[config.mk]
export PLATFORM = sky130hd
export DESIGN_NAME = lvds_pair_router
export DESIGN_NICKNAME = d
export VERILOG_FILES = /design/src/rtl/lvds_router_pkg.sv /design/src/rtl/lvds_cfg_latch.sv /design/src/rtl/lvds_line_pairer.sv /design/src/rtl/lvds_lane_remap.sv /design/src/rtl/lvds_pair_router.sv
export SDC_FILE = /design/constraint.sdc
export NUM_CORES = 1
export LEC_CHECK = 0
export ABC_CLOCK_PERIOD_IN_PS = 1890
export BUFFER_PORTS_ARGS = -buffer_cell sky130_fd_sc_hd__buf_2
export CORE_ASPECT_RATIO = 1.1
export CORE_UTILIZATION = 54
export CTS_CLUSTER_SIZE = 12
export DETAILED_ROUTE_END_ITERATION = 7
export MAX_ROUTING_LAYER = met4
export PLACE_DENSITY_LB_ADDON = 0.08
export SETUP_SLACK_MARGIN = 0.5
export SYNTH_ARGS = -nofsm -noshare
export SYNTH_HDL_FRONTEND = slang
export SYNTH_SLANG_ARGS = --single-unit
export TNS_END_PERCENT = 30
[constraint.sdc]
create_clock -name clk -period 1.89 [get_ports clk]
set_input_delay 0.189 -clock clk [delete_from_list [all_inputs] [get_ports clk]]
set_output_delay 0.189 -clock clk [all_outputs]
set_load 0.03 [all_outputs]
[src/rtl/lvds_router_pkg.sv]
package lvds_router_pkg;
  localparam int LANES = 4;

  typedef enum logic [1:0] {
    LINK_SINGLE     = 2'd0,
    LINK_EVEN_FIRST = 2'd1,
    LINK_ODD_FIRST  = 2'd2
  } link_mode_e;

  localparam logic [2:0] FMT_JEIDA  = 3'd0;
  localparam logic [2:0] FMT_VESA   = 3'd4;
  localparam logic [2:0] FMT_MIRROR = 3'd1;

  localparam int CTRL_HS = 0;
  localparam int CTRL_VS = 1;
  localparam int CTRL_DE = 2;
  localparam int CTRL_W  = 4;

  typedef struct packed {
    logic       dual;
    logic       swap;
    logic       x13;
    logic [2:0] fmt;
  } router_cfg_t;
endpackage

[src/rtl/lvds_cfg_latch.sv]
module lvds_cfg_latch
  import lvds_router_pkg::*;
(
  input  logic        clk,
  input  logic        rst_n,
  input  logic        run,
  input  logic [1:0]  link_type,
  input  logic        companion,
  input  logic        lane_x13,
  input  logic        vesa,
  input  logic        mirror,
  output router_cfg_t cfg_q
);
  router_cfg_t cfg_d;
  logic        cfg_en;

  always_comb begin
    cfg_en     = !run;
    cfg_d.dual = (link_type != LINK_SINGLE);
    cfg_d.swap = (link_type == LINK_ODD_FIRST) && !companion;
    cfg_d.x13  = lane_x13;
    cfg_d.fmt  = (vesa ? FMT_VESA : FMT_JEIDA) | (mirror ? FMT_MIRROR : 3'd0);
  end

  always_ff @(posedge clk or negedge rst_n) begin
    if (!rst_n)      cfg_q <= '0;
    else if (cfg_en) cfg_q <= cfg_d;
  end

  // captured configuration frozen while running
  p_cfg_hold_r2: assert property (@(posedge clk) disable iff (!rst_n)
    (run && $past(run)) |-> $stable(cfg_q));
endmodule

[src/rtl/lvds_line_pairer.sv]
module lvds_line_pairer
  import lvds_router_pkg::*;
#(
  parameter int LANE_W = 7,
  localparam int DW = LANES * LANE_W
)(
  input  logic              clk,
  input  logic              rst_n,
  input  logic              run,
  input  logic              dual,
  input  logic              swap,
  input  logic              in_valid,
  input  logic              in_hsync,
  input  logic              in_vsync,
  input  logic              in_de,
  input  logic [DW-1:0]     in_pixel,
  output logic              emit_pri,
  output logic              emit_sec,
  output logic [DW-1:0]     pix_pri,
  output logic [DW-1:0]     pix_sec,
  output logic [CTRL_W-1:0] ctrl
);
  logic          idx_q, idx_d;
  logic          hs_prev_q, hs_prev_d;
  logic [DW-1:0] hold_q, hold_d;
  logic          hold_en;
  logic          hs_rise;
  logic          idx_eff;
  logic          beat;

  always_comb begin
    beat      = run && in_valid;
    hs_rise   = beat && in_hsync && !hs_prev_q;
    idx_eff   = hs_rise ? 1'b0 : idx_q;
    idx_d     = idx_q;
    hs_prev_d = hs_prev_q;
    hold_d    = in_pixel;
    hold_en   = 1'b0;
    emit_pri  = 1'b0;
    emit_sec  = 1'b0;
    pix_pri   = '0;
    pix_sec   = '0;
    ctrl      = '0;
    ctrl[CTRL_HS] = in_hsync;
    ctrl[CTRL_VS] = in_vsync;
    ctrl[CTRL_DE] = in_de;

    if (!run) begin
      idx_d     = 1'b0;
      hs_prev_d = 1'b0;
    end else if (in_valid) begin
      hs_prev_d = in_hsync;
      if (!dual) begin
        emit_pri = 1'b1;
        pix_pri  = in_de ? in_pixel : '0;
        idx_d    = 1'b0;
      end else if (!in_de) begin
        emit_pri = 1'b1;
        emit_sec = 1'b1;
        idx_d    = 1'b0;
      end else if (!idx_eff) begin
        hold_en = 1'b1;
        idx_d   = 1'b1;
      end else begin
        emit_pri = 1'b1;
        emit_sec = 1'b1;
        pix_pri  = swap ? in_pixel : hold_q;
        pix_sec  = swap ? hold_q : in_pixel;
        idx_d    = 1'b0;
      end
    end
  end

  always_ff @(posedge clk or negedge rst_n) begin
    if (!rst_n) begin
      idx_q     <= 1'b0;
      hs_prev_q <= 1'b0;
    end else begin
      idx_q     <= idx_d;
      hs_prev_q <= hs_prev_d;
    end
  end

  always_ff @(posedge clk or negedge rst_n) begin
    if (!rst_n)       hold_q <= '0;
    else if (hold_en) hold_q <= hold_d;
  end

  // an active pixel on an hsync rising edge is pixel 0 and is held
  p_line_start_even_r8: assert property (@(posedge clk) disable iff (!rst_n)
    (run && dual && in_valid && in_de && hs_rise) |=> idx_q);

  // a dual-link pair only completes on an odd pixel
  p_pair_on_odd_r4: assert property (@(posedge clk) disable iff (!rst_n)
    (run && dual && in_valid && in_de && emit_sec) |-> (idx_q && !hs_rise));
endmodule

[src/rtl/lvds_lane_remap.sv]
module lvds_lane_remap
  import lvds_router_pkg::*;
#(
  parameter int LANE_W = 7,
  localparam int DW = LANES * LANE_W
)(
  input  logic          x13,
  input  logic [DW-1:0] logical,
  output logic [DW-1:0] physical
);
  for (genvar p = 0; p < LANES; p++) begin : g_lane
    localparam int SRC = (p % 2 == 1) ? (LANES - p) : p;
    assign physical[p*LANE_W +: LANE_W] =
      x13 ? logical[SRC*LANE_W +: LANE_W] : logical[p*LANE_W +: LANE_W];
  end
endmodule

[src/rtl/lvds_pair_router.sv]
module lvds_pair_router
  import lvds_router_pkg::*;
#(
  parameter int LANE_W = 7,
  localparam int DW = LANES * LANE_W
)(
  input  logic              clk,
  input  logic              rst_n,
  input  logic              run,
  input  logic [1:0]        cfg_link_type,
  input  logic              cfg_companion,
  input  logic              cfg_lane_x13,
  input  logic              cfg_vesa,
  input  logic              cfg_mirror,
  input  logic              in_valid,
  input  logic              in_hsync,
  input  logic              in_vsync,
  input  logic              in_de,
  input  logic [DW-1:0]     in_pixel,
  output logic              pri_valid,
  output logic [DW-1:0]     pri_lanes,
  output logic [CTRL_W-1:0] pri_ctrl,
  output logic              sec_valid,
  output logic [DW-1:0]     sec_lanes,
  output logic [CTRL_W-1:0] sec_ctrl,
  output logic [2:0]        lane_fmt
);
  router_cfg_t       cfg_q;
  logic              emit_pri, emit_sec;
  logic [DW-1:0]     pix_pri, pix_sec;
  logic [CTRL_W-1:0] ctrl;
  logic [DW-1:0]     phys [2];
  logic [DW-1:0]     logi [2];

  lvds_cfg_latch u_cfg (
    .clk       (clk),
    .rst_n     (rst_n),
    .run       (run),
    .link_type (cfg_link_type),
    .companion (cfg_companion),
    .lane_x13  (cfg_lane_x13),
    .vesa      (cfg_vesa),
    .mirror    (cfg_mirror),
    .cfg_q     (cfg_q)
  );

  lvds_line_pairer #(.LANE_W(LANE_W)) u_pair (
    .clk      (clk),
    .rst_n    (rst_n),
    .run      (run),
    .dual     (cfg_q.dual),
    .swap     (cfg_q.swap),
    .in_valid (in_valid),
    .in_hsync (in_hsync),
    .in_vsync (in_vsync),
    .in_de    (in_de),
    .in_pixel (in_pixel),
    .emit_pri (emit_pri),
    .emit_sec (emit_sec),
    .pix_pri  (pix_pri),
    .pix_sec  (pix_sec),
    .ctrl     (ctrl)
  );

  assign logi[0] = pix_pri;
  assign logi[1] = pix_sec;

  for (genvar l = 0; l < 2; l++) begin : g_link
    lvds_lane_remap #(.LANE_W(LANE_W)) u_remap (
      .x13      (cfg_q.x13),
      .logical  (logi[l]),
      .physical (phys[l])
    );
  end

  assign lane_fmt = cfg_q.fmt;

  always_ff @(posedge clk or negedge rst_n) begin
    if (!rst_n) begin
      pri_valid <= 1'b0;
      sec_valid <= 1'b0;
    end else begin
      pri_valid <= emit_pri;
      sec_valid <= emit_sec;
    end
  end

  always_ff @(posedge clk or negedge rst_n) begin
    if (!rst_n) begin
      pri_lanes <= '0;
      pri_ctrl  <= '0;
    end else if (emit_pri) begin
      pri_lanes <= phys[0];
      pri_ctrl  <= ctrl;
    end
  end

  always_ff @(posedge clk or negedge rst_n) begin
    if (!rst_n) begin
      sec_lanes <= '0;
      sec_ctrl  <= '0;
    end else if (emit_sec) begin
      sec_lanes <= phys[1];
      sec_ctrl  <= ctrl;
    end
  end

  // single link keeps the companion port idle
  p_single_idle_r3: assert property (@(posedge clk) disable iff (!rst_n)
    (run && !cfg_q.dual) |=> !sec_valid);

  // nothing leaves while stopped
  p_stopped_quiet_r12: assert property (@(posedge clk) disable iff (!rst_n)
    !run |=> (!pri_valid && !sec_valid));

  // dual-link beats carry one control nibble on both ports, bit 3 clear
  p_ctrl_match_r7: assert property (@(posedge clk) disable iff (!rst_n)
    (pri_valid && sec_valid) |-> (pri_ctrl == sec_ctrl && !pri_ctrl[3]));

  // the companion never runs alone
  p_sec_with_pri_r4: assert property (@(posedge clk) disable iff (!rst_n)
    sec_valid |-> pri_valid);
endmodule

== Yosys cells after proc, flatten, opt, wreduce, memory -nomap -nowiden ==
Cells that the tools add are included.
Widths: inputs -> output; s select.
Storage, ports and cells
  register bits after elaboration: 100
  output and inout bits: 69
Cells by class
  equal/unequal tests: 2
  mux-type cells: 37
  bitwise gates (word level): 1
  reductions and logical operators: 7
Operator list (count)
  $mux 28: 13
  $mux 7: 4
  $mux 1: 19
  $logic_and 1x1->1: 4
  $mux 3: 1
  $or 3x3->3: 1
  $eq 2x2->1 const B: 1
  $logic_not 1->1: 2
  $ne 2x1->1 const B: 1
  $reduce_bool 2->1: 1

== Depth between registers and ports, before layout ==
Gate-level depths: netlist of the first run.
  word-level depth: 10
  depth in mapped cells: 6

== Cells and area by module ==
A second synthesis of the first run with hierarchy kept.
Unflattened totals
  cells, all modules: 419
  area, all modules: 5669.2 µm²
Modules (own cells, without submodules)
  lvds_pair_router: instances 1, cells each 138, area each 2740.1 µm²
  lvds_line_pairer: instances 1, cells each 206, area each 2152.1 µm²
  lvds_lane_remap: instances 2, cells each 29, area each 274.0 µm²
  lvds_cfg_latch: instances 1, cells each 17, area each 229.0 µm²

== Least setup slack after synthesis of the first run ==
OpenSTA, ideal clock, no wires.
  path kind: register to register
  start point: register u_pair.hs_prev_q
  end point: register u_pair.hold_q[18]
  library setup time: 125 ps
  data arrival time: 1349 ps
  path slack: 416 ps
  cell stages (with the launch flop): 6
  buffers on the path: 2
  period minus slack after synthesis: 1474 ps
  path through: dfrtp_1 o21ai_4 and3_1 buf_6 buf_8 mux2_2
On the way
  longest elaborated chain between the ends: 8
Ends and longest elaborated chain
  start: declaration: line lvds_line_pairer.sv:24  | logic hs_prev_q, hs_prev_d;
  start signal: assignment: line lvds_line_pairer.sv:80  | hs_prev_q <= hs_prev_d;
  $logic_not 1->1: line lvds_line_pairer.sv:33  | hs_rise = beat && in_hsync && !hs_prev_q;
  $logic_and 1x1->1: line lvds_line_pairer.sv:33
  $mux 1: line lvds_line_pairer.sv:34  | idx_eff = hs_rise ? 1'b0 : idx_q;
  $mux 1: line lvds_line_pairer.sv:61  | end else if (!idx_eff) begin
  $mux 1: line lvds_line_pairer.sv:57  | end else if (!in_de) begin
  $mux 1: line lvds_line_pairer.sv:53  | if (!dual) begin
  $mux 1: line lvds_line_pairer.sv:51  | end else if (in_valid) begin
  $mux 1: line lvds_line_pairer.sv:48  | if (!run) begin
  end signal: assignment: line lvds_line_pairer.sv:86  | else if (hold_en) hold_q <= hold_d;
  end: declaration: line lvds_line_pairer.sv:25  | logic [DW-1:0] hold_q, hold_d;
Every way passes these cells.
A chain may end at the register's enable or synchronous reset.

== Final worst setup path of the first run ==
Same ends and word-level chain as after synthesis.

==> flow_metrics.py, run 1 <==
metrics = {
    "critical_path": {
        "critPathSlowestCell": "dfrtp_1",
        "crit_buf_inv": 1,
        "cp-start-kind": "register",
        "cpPeakStageDelay_ns": 0.43,
        "worst-r2r-cell-count": 4,
        "r2r-end": "u_pair.hold_q[18]$_DFFE_PN0P_",
        "r2r-start": "u_pair.hs_prev_q$_DFFE_PN0P_",
        "worstPathCellList": "o21ai_4 > and3_4 > buf_6 > mux2_2",
        "required_ns": 2.14,
        "cp.arrival_ns": 1.79,
        "cp_max_fo": 7,
        "end_kind": "register",
        "startpoint": "u_pair.hs_prev_q$_DFFE_PN0P_",
        "r2r_slack_ns": 0.35,
        "crit_type": "reg -> reg",
        "cp_top_family": "flip-flops",
    },
    "clock_tree": {
        "numClockSinks": 99,
        "cts_buffer_depth": 2,
        "cts_root_buf": "clkbuf_8",
        "cts_buffers": 9,
        "cts.reportedPaths.clkPinSlew_ns": 0.10,
        "cts_tree": "done",
        "clkLatencyLatePin_ns": 0.36,
        "htreeDepth": 3,
    },
    "yosys": {
        "yosysWarnings": 0,
        "synth_cell_type_count": 29,
        "async_flop_share": 1.00,
        "synth_area_leader_cell": "dfrtp_1",
        "syn-cell-area_mm2": 0.00459,
        "syn_area_per_cell_um2": 13.2,
        "yosysSeqAreaShare": 0.540,
        "synth_area_leaders": "dfrtp_1 54%, mux2i_1 14%, mux2_2 9.3%",
        "netlist.area_leader.share": 0.540,
        "synth.most_common_cell": "dfrtp_1",
        "ys_seq_elements": 99,
        "synthTopCellsByCount": "99 x dfrtp_1, 64 x mux2i_1, 41 x o2bb2ai_1",
        "synth_ff_type": "dfrtp_1",
        "synthCells": 348,
        "synth_edf_count": 0,
    },
    "die": {
        "core-area_mm2": 0.00808,
        "rows": 34,
        "dieArea_mm2": 0.00887,
        "start_util": 0.568,
        "die_w_um": 89.9,
        "dieHeight_um": 98.7,
        "pin_count": 110,
    },
    "power": {
        "p_leak_uw": 0.00282,
        "ir_drop_v": 0.000517,
        "p_per_area_mw_per_mm2": 967,
    },
    "finish": {
        "synthToLayoutAreaGrowth_pct": 25.3,
        "fill_cells": 581,
        "seq_area_mm2": 0.00248,
        "layout-drive-gt1-share": 0.447,
        "layout.nets": 510,
        "multi_input_area_mm2": 0.00206,
        "diodes": 0,
    },
    "global_routing": {
        "gr-usage-all-layers": 0.254,
        "antenna_found_initial": 0,
        "grt_pass1_wl_um": 17200,
        "grt_max_degree": 44,
        "grt_pass1_vias": 3349,
        "grt-ovfl-total": 0,
    },
    "route": {
        "vias": 3305,
        "drt_iter0_markers": 223,
        "drc": 0,
        "finalWirelength_um": 10700,
        "firstDrtPassIters": 4,
        "ant_nets": 0,
        "via_per_inst": 5.68,
        "routedWlPerCell_um": 18.5,
    },
    "worst_hold_path": {
        "hp-start": "cfg_vesa",
        "hold_path_end": "u_cfg.cfg_q[2]$_DFFE_PN0N_",
        "hold_depth": 2,
        "min_path_type": "in -> reg",
    },
    "timing": {
        "period_share": 0.815,
        "hold_viol": 0,
        "fin_skew_ns": 0.0139,
        "fin_setup_tns_ns": 0,
        "final-setup-viol-count": 0,
        "period_minus_slack_ns": 1.54,
        "grt_setup_unrepaired": "yes",
        "final-max-slew-violation-count": 0,
        "max_freq_ghz": 0.649,
        "worst_slack_ns": 0.349,
    },
    "job": {
        "timing.max_cap.violations": 0,
    },
    "placed_design": {
        "post-place-ws_ns": 0.111,
        "gp_congestion": 0.787,
        "dpl.hpwl_um": 6620,
        "io_buffers": 106,
    },
    "run_status": {
        "outcome": "finished, final reports clean",
    },
}
## routing by layer
layer,GRT usage,share of wire,vias up
met1,0.343,0.47,1674
met3,0.0340,0.033,17
li1,-,-,1524
met5,-,0,-
met2,0.404,0.48,90
met4,0.0794,0.017,0
## per-stage QoR
stage | hold slack [ns] | cell area, µm² | total power [µW] | instances | utilization
final | 0.0624 | 5750 | 5560 | 582 | 0.711
after global routing | 0.0592 | 5750 | 5800 | 582 | 0.711
after CTS | 0.0503 | 5590 | 5480 | 576 | 0.691
after detailed placement | 0.149 | 5160 | 3950 | 547 | 0.639
after global placement | 0.144 | 5160 | 3900 | 547 | 0.639
after floorplan | -0.107 | 4600 | 3570 | 350 | -
## final cells by class
| type | instances | area share |
|---|---|---|
| Timing Repair Buffer | 135 | 0.148 |
| Clock buffer | 12 | 0.0270 |
| Tap cell | 108 | 0.0235 |
| Inverter | 4 | 0.00261 |
| Multi-Input combinational cell | 220 | 0.358 |
| Clock inverter | 4 | 0.00979 |
| Sequential cell | 99 | 0.431 |
## state kept, by name (all words and copies together) (netlist names), 3 cells and up
name / cells
u_pair.hold_q: 28
pri_ctrl: 3
sec_ctrl: 3
pri_lanes: 28
sec_lanes: 28
u_cfg.cfg_q: 5
## power breakdown
group,switching [µW],internal (µW),total (µW)
combinational,794,672,1470
sequential,231,2420,2650
clock,743,696,1440
## worst max path at each step
stage | to | slack, ns | cells after the start
floorplan | u_pair.hold_q[18]$_DFFE_PN0P_ | 0.42 | 5
global placement | pri_lanes[3]$_DFFE_PN0P_ | 0.13 | 4
detailed placement | pri_lanes[3]$_DFFE_PN0P_ | 0.11 | 4
CTS | u_pair.hold_q[24]$_DFFE_PN0P_ | 0.35 | 4
global route | pri_lanes[9]$_DFFE_PN0P_ | 0.27 | 5
finish | u_pair.hold_q[18]$_DFFE_PN0P_ | 0.35 | 4
## layout by cell type, fill, tap and decap left out, types with 7 or more instances in the layout
cell / n
dfrtp_1: 98
buf_2: 105
clkbuf_8: 12
buf_4: 18
nor2_1: 10
mux2i_2: 7
nand2_1: 12
a21oi_1: 7
mux2_4: 8
o21ai_0: 9
a22o_1: 14
o2bb2ai_1: 41
mux2i_1: 53
mux2_2: 33
## repair_timing
action                                  in CTS  in global routing
endpoints found under the setup margin      86                 92
cloned                                       2                  1
pin swaps                                    3                  5
hold buffers                                 1                  0
hold endpoints to repair                    28                  0
gates resized for setup                     27                 20
setup buffers                               10                  5
## logic make-up (layout without fill, tap and decap cells)
group           after synthesis  count (layout)  share of synthesized area
simple gates                 29              31                     0.0273
buf+inv                      33             155                     0.0488
compound gates               80              80                      0.141
mux                         106             106                      0.243
other cells                   1               3                   0.000817
flops                        99              99                      0.540
Note: power is estimated with default switching activity, not from simulation.
==> inputs of run 2 (changes only) <==
--- a/config.mk
+++ b/config.mk
@@ -5,10 +5,10 @@
 export SDC_FILE = /design/constraint.sdc
 export NUM_CORES = 1
 export LEC_CHECK = 0
-export ABC_CLOCK_PERIOD_IN_PS = 1890
+export ABC_CLOCK_PERIOD_IN_PS = 1300
 export BUFFER_PORTS_ARGS = -buffer_cell sky130_fd_sc_hd__buf_2
 export CORE_ASPECT_RATIO = 1.1
-export CORE_UTILIZATION = 54
+export CORE_UTILIZATION = 48
 export CTS_CLUSTER_SIZE = 12
 export DETAILED_ROUTE_END_ITERATION = 7
 export MAX_ROUTING_LAYER = met4
==> constraint.sdc (replaced) <==
create_clock -name clk -period 1.3 [get_ports clk]
set_input_delay 0.13 -clock clk [delete_from_list [all_inputs] [get_ports clk]]
set_output_delay 0.13 -clock clk [all_outputs]
set_load 0.03 [all_outputs]
==> flow_metrics.py, run 2 (synthesis results as in run 1) <==
metrics = {
    "global_routing": {
        "grt-ovfl-total": 0,
        "grt_pass1_vias": 3507,
        "grt_pass1_wl_um": 18000,
        "grt_use_met3": 0.0422,
        "met1_usage": 0.324,
        "top_usage_layer": "met2",
        "antenna_found_initial": 0,
        "use_met2": 0.382,
        "grt_max_degree": 44,
        "gr-usage-all-layers": 0.244,
    },
    "run_status": {
        "outcome": "complete, but fails checks",
        "failed_checks": "negative hold slack, negative setup slack",
    },
    "power": {
        "p_leak_uw": 0.00302,
        "swShare": 0.313,
        "p_switching_uw": 2590,
        "p_per_area_mw_per_mm2": 1290,
        "clkPwrFrac": 0.231,
        "combPwrFrac": 0.297,
        "internal_power_uw": 5700,
        "p_seq_frac": 0.472,
        "ir_drop_v": 0.000740,
        "finalPower_uw": 8290,
    },
    "die": {
        "dieArea_mm2": 0.00996,
        "pin_count": 110,
        "rows": 37,
        "die_w_um": 95.2,
        "start_util": 0.493,
        "core-area_mm2": 0.00931,
        "dieHeight_um": 105,
    },
    "timing": {
        "fin_setup_tns_ns": -9.98,
        "grt_setup_unrepaired": "yes",
        "final-setup-viol-count": 89,
        "fin_skew_ns": 0.00993,
        "period_share": 1.15,
        "worst_slack_ns": -0.191,
        "hold_viol": 25,
        "final-max-slew-violation-count": 0,
        "period_minus_slack_ns": 1.49,
        "whs_ns": -0.332,
        "max_freq_ghz": 0.671,
    },
    "critical_path": {
        "end_kind": "register",
        "required_ns": 1.54,
        "cp-start-kind": "register",
        "crit_type": "reg -> reg",
        "cp.arrival_ns": 1.73,
        "cp_max_fo": 6,
    },
    "route": {
        "finalWirelength_um": 11300,
        "firstDrtPassIters": 4,
        "vias": 3282,
        "drt_iter0_markers": 107,
        "ant_nets": 0,
        "via_per_inst": 5.50,
        "drc": 0,
        "routedWlPerCell_um": 18.9,
    },
    "clock_tree": {
        "cts_buffer_depth": 2,
        "postCtsHoldBufs": 3,
        "cts.reportedPaths.clkPinSlew_ns": 0.10,
        "numClockSinks": 99,
        "clkLatencyLatePin_ns": 0.35,
        "cts_buffers": 9,
        "cts_tree": "done",
        "cts_root_buf": "clkbuf_8",
        "htreeDepth": 3,
    },
    "finish": {
        "layout-drive-gt1-share": 0.475,
        "final_cell_mix": "97 x dfrtp_1, 70 x buf_6, 55 x mux2i_1",
        "finish.instance_area_mm2": 0.00641,
        "reg.largest.list": "pri_lanes: 28 flops, sec_lanes: 28 flops, u_pair.hold_q: 28 flops",
        "layout.nets": 516,
        "diodes": 0,
        "synthToLayoutAreaGrowth_pct": 39.6,
        "final_common_cell": "dfrtp_1",
        "fill_cells": 652,
    },
    "placed_design": {
        "gp_congestion": 0.765,
        "io_buffers": 106,
        "dpl.hpwl_um": 7250,
        "dpl_cell_area_mm2": 0.00538,
    },
    "job": {
        "timing.max_cap.violations": 0,
    },
    "worst_hold_path": {
        "min_path_type": "in -> async",
    },
}
[run 2: timing repair]
action,4_1_cts,5_1_grt
endpoints found under the hold margin,25,22
pin swaps,6,7
cloned,1,1
endpoints found under the setup margin,162,162
setup buffers,3,0
gates resized for setup,178,28
[run 2: routing by layer]
metal | vias to the layer above | routed length (µm)
met3 | 6 | 470
met4 | 0 | 97
li1 | 1533 | -
met5 | - | 0
met1 | 1667 | 5140
met2 | 76 | 5590
[run 2: layout make-up]
class	instances	area, µm²	share of cell area
Clock buffer	12	165	0.0258
Inverter	4	15.0	0.00234
Clock inverter	4	33.8	0.00527
Timing Repair Buffer	143	1420	0.222
Sequential cell	99	2480	0.387
Multi-Input combinational cell	218	2140	0.334
Tap cell	117	146	0.0229
[run 2: path summary, 6_finish.rpt]
path / cells past startpoint / slack, ns / end / start
worst max register to register: 4 / -0.19 / u_pair.hold_q[0]$_DFFE_PN0P_ / u_cfg.cfg_q[5]$_DFFE_PN0N_
worst min-delay path: 1 / -0.33 / pri_lanes[21]$_DFFE_PN0P_ / rst_n
max in group asynchronous: 2 / 1.00 / pri_lanes[16]$_DFFE_PN0P_ / rst_n
min in group clk: 2 / 0.03 / pri_ctrl[1]$_DFFE_PN0P_ / in_vsync
worst max-delay path: 4 / -0.19 / u_pair.hold_q[0]$_DFFE_PN0P_ / u_cfg.cfg_q[5]$_DFFE_PN0N_
worst min register to register: 1 / 0.51 / pri_ctrl[2]$_DFFE_PN0P_ / pri_ctrl[2]$_DFFE_PN0P_
[run 2: power groups by stage]
stage | Sequential, µW | Clock, µW | Combinational (µW)
2_1_floorplan | 4230 | 0 | 962
3_3_place_gp | 3860 | 0 | 1920
3_5_place_dp | 3880 | 0 | 1950
4_1_cts | 3880 | 1970 | 2360
5_1_grt | 3960 | 2090 | 2630
6_report | 3910 | 1910 | 2460
[run 2: critical path, cell delays in order, from the launching register on]
cell and delay [ns]:
dfrtp_2 0.42, and3_4 0.19, and3_4 0.28, clkbuf_16 0.19, mux2_4 0.30
[run 2: metrics by stage]
| stage | hold slack (ns) | setup WS, ns | utilization | instances |
|---|---|---|---|---|
| 6_report | -0.332 | -0.191 | 0.688 | 597 |
| 5_1_grt | -0.318 | -0.252 | 0.688 | 597 |
| 4_1_cts | -0.336 | -0.177 | 0.673 | 596 |
| 3_5_place_dp | 0.0595 | -0.192 | 0.578 | 573 |
| 3_3_place_gp | 0.0623 | -0.178 | 0.578 | 573 |
| 2_1_floorplan | -0.166 | -0.168 | - | 350 |
